[config.mk]
export PLATFORM = sky130hd
export DESIGN_NAME = host_irq_ctrl
export DESIGN_NICKNAME = d
export VERILOG_FILES = /design/src/rtl/hic_pkg.sv /design/src/rtl/hic_status.sv /design/src/rtl/hic_mask.sv /design/src/rtl/hic_bus_fsm.sv /design/src/rtl/host_irq_ctrl.sv
export SDC_FILE = /design/constraint.sdc
export NUM_CORES = 1
export LEC_CHECK = 0
export BUFFER_PORTS_ARGS = -buffer_cell sky130_fd_sc_hd__buf_2
export CORE_MARGIN = 3
export CORE_UTILIZATION = 30
export CTS_CLUSTER_SIZE = 40
export DETAILED_ROUTE_END_ITERATION = 12
export SLEW_MARGIN = 20
export SYNTH_ARGS = -nofsm -noshare
export SYNTH_HDL_FRONTEND = slang
export SYNTH_HIERARCHICAL = 1
export SYNTH_SLANG_ARGS = --single-unit
[constraint.sdc]
create_clock -name clk -period 2.4 [get_ports clk]
set_input_delay 0.12 -clock clk [delete_from_list [all_inputs] [get_ports clk]]
set_output_delay 0.12 -clock clk [all_outputs]
set_load 0.1 [all_outputs]
[src/rtl/hic_pkg.sv]
package hic_pkg;
    localparam int HIC_AW = 3;

    typedef enum logic [HIC_AW-1:0] {
        A_MASK     = 3'd0,
        A_MASK_SET = 3'd1,
        A_MASK_CLR = 3'd2,
        A_STAT_ND  = 3'd3,
        A_STAT_COR = 3'd4,
        A_ACK      = 3'd5,
        A_CFG      = 3'd6
    } hic_addr_e;

    typedef enum logic {
        ST_IDLE = 1'b0,
        ST_RESP = 1'b1
    } hic_state_e;
endpackage

[src/rtl/hic_status.sv]
module hic_status #(
    parameter int          N_SRC = 18,
    parameter logic [N_SRC-1:0] VALID = '1
) (
    input  logic             clk,
    input  logic             rst_n,
    input  logic [N_SRC-1:0] ev_i,
    input  logic [N_SRC-1:0] clr_i,
    output logic [N_SRC-1:0] stat_o
);
    logic [N_SRC-1:0] stat_q;

    // Arriving events override a clear of the same bit in the same cycle.
    always_ff @(posedge clk or negedge rst_n) begin
        if (!rst_n) stat_q <= '0;
        else        stat_q <= ((stat_q & ~clr_i) | ev_i) & VALID;
    end

    assign stat_o = stat_q;
endmodule

[src/rtl/hic_mask.sv]
module hic_mask #(
    parameter int          N_SRC = 18,
    parameter logic [N_SRC-1:0] VALID = '1,
    parameter logic [N_SRC-1:0] RST   = 1
) (
    input  logic             clk,
    input  logic             rst_n,
    input  logic             load_i,
    input  logic             set_i,
    input  logic             clr_i,
    input  logic [N_SRC-1:0] wdata_i,
    output logic [N_SRC-1:0] mask_o
);
    logic [N_SRC-1:0] mask_q;
    logic [N_SRC-1:0] mask_d;

    always_comb begin
        mask_d = mask_q;
        if (load_i)     mask_d = wdata_i;
        else if (set_i) mask_d = mask_q | wdata_i;
        else if (clr_i) mask_d = mask_q & ~wdata_i;
    end

    always_ff @(posedge clk or negedge rst_n) begin
        if (!rst_n) mask_q <= RST & VALID;
        else        mask_q <= mask_d & VALID;
    end

    assign mask_o = mask_q;
endmodule

[src/rtl/hic_bus_fsm.sv]
module hic_bus_fsm
    import hic_pkg::*;
#(
    parameter int N_SRC   = 18,
    parameter int DATA_W  = 32,
    parameter int EN_BIT  = 5,
    parameter int LOW_BIT = 7
) (
    input  logic              clk,
    input  logic              rst_n,
    input  logic              bus_req,
    input  logic              bus_wr,
    input  logic [HIC_AW-1:0] bus_addr,
    input  logic [DATA_W-1:0] bus_wdata,
    output logic              bus_ack,
    output logic [DATA_W-1:0] bus_rdata,
    input  logic [N_SRC-1:0]  stat_i,
    input  logic [N_SRC-1:0]  mask_i,
    output logic              mask_load,
    output logic              mask_set,
    output logic              mask_clr,
    output logic [N_SRC-1:0]  stat_clr,
    output logic              cfg_en,
    output logic              cfg_low,
    output logic              idle_o
);
    hic_state_e state_q, state_d;
    logic        take;
    logic        take_wr;
    logic        take_rd;
    logic [DATA_W-1:0] rd_mux;
    logic [DATA_W-1:0] rdata_q;

    assign take    = (state_q == ST_IDLE) && bus_req;
    assign take_wr = take && bus_wr;
    assign take_rd = take && !bus_wr;

    always_comb begin
        state_d = state_q;
        unique case (state_q)
            ST_IDLE: if (bus_req) state_d = ST_RESP;
            ST_RESP: state_d = ST_IDLE;
        endcase
    end

    always_ff @(posedge clk or negedge rst_n) begin
        if (!rst_n) state_q <= ST_IDLE;
        else        state_q <= state_d;
    end

    assign mask_load = take_wr && (bus_addr == A_MASK);
    assign mask_set  = take_wr && (bus_addr == A_MASK_SET);
    assign mask_clr  = take_wr && (bus_addr == A_MASK_CLR);

    always_comb begin
        stat_clr = '0;
        if (take_wr && (bus_addr == A_ACK))      stat_clr = bus_wdata[N_SRC-1:0];
        if (take_rd && (bus_addr == A_STAT_COR)) stat_clr = '1;
    end

    always_comb begin
        rd_mux = '0;
        unique case (bus_addr)
            A_MASK:               rd_mux = DATA_W'(mask_i);
            A_STAT_ND, A_STAT_COR: rd_mux = DATA_W'(stat_i);
            A_CFG: begin
                rd_mux[EN_BIT]  = cfg_en;
                rd_mux[LOW_BIT] = cfg_low;
            end
            default:              rd_mux = '0;
        endcase
    end

    always_ff @(posedge clk or negedge rst_n) begin
        if (!rst_n) begin
            rdata_q <= '0;
            cfg_en  <= 1'b0;
            cfg_low <= 1'b0;
        end else begin
            if (take) rdata_q <= bus_wr ? '0 : rd_mux;
            if (take_wr && (bus_addr == A_CFG)) begin
                cfg_en  <= bus_wdata[EN_BIT];
                cfg_low <= bus_wdata[LOW_BIT];
            end
        end
    end

    assign bus_ack   = (state_q == ST_RESP);
    assign bus_rdata = bus_ack ? rdata_q : '0;
    assign idle_o    = (state_q == ST_IDLE);
endmodule

[src/rtl/host_irq_ctrl.sv]
module host_irq_ctrl
    import hic_pkg::*;
#(
    parameter int N_SRC   = 18,
    parameter int DATA_W  = 32,
    parameter logic [N_SRC-1:0] SRC_VALID = 18'h347FF,
    parameter logic [N_SRC-1:0] MASK_RST  = 18'h00001,
    parameter int EN_BIT  = 5,
    parameter int LOW_BIT = 7
) (
    input  logic              clk,
    input  logic              rst_n,
    input  logic [N_SRC-1:0]  ev_i,
    input  logic              bus_req,
    input  logic              bus_wr,
    input  logic [HIC_AW-1:0] bus_addr,
    input  logic [DATA_W-1:0] bus_wdata,
    output logic              bus_ack,
    output logic [DATA_W-1:0] bus_rdata,
    output logic              irq_o
);
    logic [N_SRC-1:0] stat_q;
    logic [N_SRC-1:0] mask_q;
    logic [N_SRC-1:0] stat_clr;
    logic             mask_load, mask_set, mask_clr;
    logic             cfg_en, cfg_low, fsm_idle;
    logic             pending;
    logic             irq_q;

    hic_bus_fsm #(
        .N_SRC(N_SRC), .DATA_W(DATA_W), .EN_BIT(EN_BIT), .LOW_BIT(LOW_BIT)
    ) u_fsm (
        .clk(clk), .rst_n(rst_n),
        .bus_req(bus_req), .bus_wr(bus_wr), .bus_addr(bus_addr),
        .bus_wdata(bus_wdata), .bus_ack(bus_ack), .bus_rdata(bus_rdata),
        .stat_i(stat_q), .mask_i(mask_q),
        .mask_load(mask_load), .mask_set(mask_set), .mask_clr(mask_clr),
        .stat_clr(stat_clr), .cfg_en(cfg_en), .cfg_low(cfg_low),
        .idle_o(fsm_idle)
    );

    hic_status #(.N_SRC(N_SRC), .VALID(SRC_VALID)) u_stat (
        .clk(clk), .rst_n(rst_n), .ev_i(ev_i), .clr_i(stat_clr), .stat_o(stat_q)
    );

    hic_mask #(.N_SRC(N_SRC), .VALID(SRC_VALID), .RST(MASK_RST)) u_mask (
        .clk(clk), .rst_n(rst_n), .load_i(mask_load), .set_i(mask_set),
        .clr_i(mask_clr), .wdata_i(bus_wdata[N_SRC-1:0]), .mask_o(mask_q)
    );

    assign pending = cfg_en && (|(stat_q & ~mask_q));

    always_ff @(posedge clk or negedge rst_n) begin
        if (!rst_n) irq_q <= 1'b0;
        else        irq_q <= pending ^ cfg_low;
    end

    assign irq_o = irq_q;
endmodule

---- After elaboration in Yosys (flattened, before gate mapping) ----
Index checks and enable logic that the tools add are counted.
word-level totals
  bits in registers ....................... 64
  input bits .............................. 57
  output and inout bits ................... 34
  logic and storage cells ................. 52
operators by class
  eq/ne operators ......................... 6
  muxes and demuxes ....................... 14
  bitwise logic cells ..................... 10
  reduce and logical (&&, ||, !) cells .... 15
operator list
  operator                                        number
  two-way mux 18 bit                              6
  AND 18 bit                                      3
  NOT 18 bit                                      3
  OR 18 bit                                       2
  two-way mux 32 bit                              1
  case mux 10 bit (2 select lines)                1
  OR reduction 18 bit                             1
  logical AND 1 bit                               10
  case mux 5 bit (2 select lines)                 1
  == test 3 bit (second input constant)           3
  == test 3 x 2 -> 1 bit (second input constant)  2
  case mux 1 bit (3 select lines)                 2
  case mux 1 bit (2 select lines)                 2
  == test 3 x 1 -> 1 bit (second input constant)  1
  zero test 3 bit                                 1
  nonzero test 3 bit                              1
  OR reduction 2 bit                              1
  zero test 1 bit                                 1
  two-way mux 1 bit                               1
  NOT 1 bit                                       1
  bitwise XOR 1 bit                               1

---- Depth between registers and ports, before layout ----
  depth after elaboration ................. 9
  mapped depth ............................ 8

---- By module ----
The synthesis kept the hierarchy.
by module, submodules not included
  module         times used  cells each  area each (sq um)
  hic_bus_fsm    1           223         1844.3
  hic_mask       1           53          620.6
  hic_status     1           47          541.8
  host_irq_ctrl  1           32          209.0

---- Worst setup path before layout ----
OpenSTA, ideal clock, no wires.
  path kind ............................... flip-flop to flip-flop
  start point ............................. reg u_fsm.state_q, in the netlist u_fsm/bus_ack
  end point ............................... reg (tool-made name)
  library setup time ...................... 0.122 ns
  arrival time ............................ 2.262 ns
  path slack .............................. 0.016 ns
  stages on the path, launching flop included .. 7
  path buffers ............................ 2
  period minus slack after synthesis ...... 2.384 ns
  cells stage by stage .................... dfrtp_1 nand3b_1 clkbuf_1 nor3_1 buf_2 nand2_1 a32o_1
RTL lines
  item                    RTL line           text
  from (decl)             hic_bus_fsm.sv:27  hic_state_e state_q, state_d;
  from (signal assigned)  hic_bus_fsm.sv:48  else state_q <= state_d;

==> results.toml <==
[finish]
diodes = 0
area_growth_pct = 15.8
fin_nets = 462
drive_gt1_share_pct = 24.4

[floorplan]
die-area_sq_um = 11900
core_area_sq_um = 10000
die_w_um = 109
rows = 36
ios = 91
die_h_um = 109
start_util_pct = 31.7

[clocking]
clockBufferDepth = 2
cts_root_buf = "clkbuf_8"
cts_setup_buffers = 0
cts_tree = "built"
clock_sinks = 50
clkLatencyLatePin_ns = 0.30
numCtsBuffers = 5
h-tree-depth = 2
cts_hold_buf = 15
clkSlewWorstSetupHoldPaths_ns = 0.09
cts-resized-gates = 0

[power_and_ir_drop]
peakVddDrop_v = 0.000200
p_leak_nw = 1.75
power_mw = 2.35
p_per_area_nw_per_um2 = 637

[flow_run]
max_cap_viol_count = 0

[synth]
ys_warn_count = 6
postSynthAreaPerCell_sq_um = 9.09
syn_area_sq_um = 3180
syn_inst = 350

[timing]
slew_viol_final = 0
fin_tns_setup_ns = 0
finalCritPeriodShare_pct = 76.4
rsz0062_at_grt = "no"
slew_headroom_pct = 53.6
hold_violations = 0
worstMarginPinSlew_ns = 0.696
min_period_ns = 1.83
finalClockSkew_ns = 0.00578
setup_violations = 0
fmax_mhz = 545

[worst_setup_path]
rr_startpoint = "u_fsm/bus_ack"
path_max_fanout = 14
worstSetupPathType = "register to register"
cp_slowest_stage_delay_ns = 0.48
startpoint_type = "register"
cp_cell_sequence = "nand2b_1, nor4_1, or2_1, a32o_1"
slowest_stage = "or2_1"
crit_start = "u_fsm/bus_ack"
critPathCaptureType = "register"
worstPathRequired_ns = 2.64
cp.arrival_ns = 2.07

[global_routing]
grt_usage_pct = 12.8
antenna_found_initial = 0
grt_pass1_vias = 2384
overflow = 0
grt_max_degree = 51
grt_pass1_wl_mm = 12.2

[drt]
dr_total_vias = 2582
post_drt_via_cell_ratio = 4.79
drc = 0
drt-pass1-iter-count = 4
wire_per_inst_um = 14.0
wl_mm = 7.54
dr.first_iter.drc_count = 149
ant_nets = 0

[placement]
place.gp.congestion = 0.769
numPortBuffers = 54
dp_hpwl_mm = 5.54

[run_status]
status = "finished, final reports clean"

[min_path]
hold_class = "primary input to register"
holdCritStartpoint = "bus_wdata[10]"
[power breakdown]
group | leakage (nW) | internal [mW] | switching [mW]
Clock | 0.0482 | 0.233 | 0.273
Combinational | 1.13 | 0.248 | 0.526
Sequential | 0.573 | 0.972 | 0.0933
[cell type report]
type / instances / area [sq um]
tap: 133 / 166
clock buffer: 7 / 86.3
inverter: 35 / 131
sequential: 50 / 1250
timing repair buffer: 78 / 488
multi-input combinational: 235 / 1550
fill: 1028 / 6360
clock inverter: 1 / 5.00
[per-stage QoR]
stage          util [%]  cell area [sq um]  cells  hold WS, ns  setup slack [ns]
5_1_grt            36.7               3680    539       0.0622             0.428
3_3_place_gp       34.3               3440    516        0.262             0.638
2_1_floorplan         -               3250    369       -0.176            0.0164
6_report           36.7               3680    539       0.0593             0.566
3_5_place_dp       34.3               3440    516        0.268             0.590
4_1_cts            36.7               3680    539       0.0510             0.561
[layout by cell type, fill, tap and decap left out, drive strengths merged]
cell type and n:
buf 63, dfrtp 49, a21o 44, inv 35, a21oi 33, conb 22
nand2 18, and2 18, or3b 16, nand3 16, o21ai 16, dlygate4sd3 15
a32o 14, clkbuf 7, o22ai 6, mux2 4, nor3 3, a221oi 3
nor4b 3, nand2b 2, nor3b 2, nor4 2, and4b 2, a211oi 2
o31ai 2, a41o 1, xnor2 1, clkinv 1, nand3b 1, nor2b 1
nor2 1, nor4bb 1, or2 1, dfstp 1
[path summary, 6_finish.rpt]
| check | endpoint | slack [ns] | cells after the start |
|---|---|---|---|
| max reg2reg | register | 0.57 | 4 |
| min | register | 0.06 | 2 |
| min in group asynchronous | u_stat/stat_o[10] | 0.45 | 3 |
| max in group asynchronous | asynchronous set/reset pin | 1.50 | 3 |
| max | register | 0.57 | 4 |
| min reg2reg | u_fsm/rdata_q[5] | 0.49 | 2 |
[layer usage]
layer  wire length [um]  up-vias  share of wire [%]  track usage [%]
met5                  0        -                  0                0
met4                 62        0               0.82             3.34
met3                358        5                4.7             2.19
met2               3230       59                 43             19.6
met1               3890     1228                 52             18.7
li1                   -     1290                  -                -
[critical path: cells and delay by family, from the launching register on]
family / cells / cell delay [ns]
AO/OA/AOI/OAI: 1 / 0.21
AND/OR/NAND/NOR: 3 / 1.16
flip-flops: 1 / 0.39
Note: power is estimated with default switching activity, not from simulation.
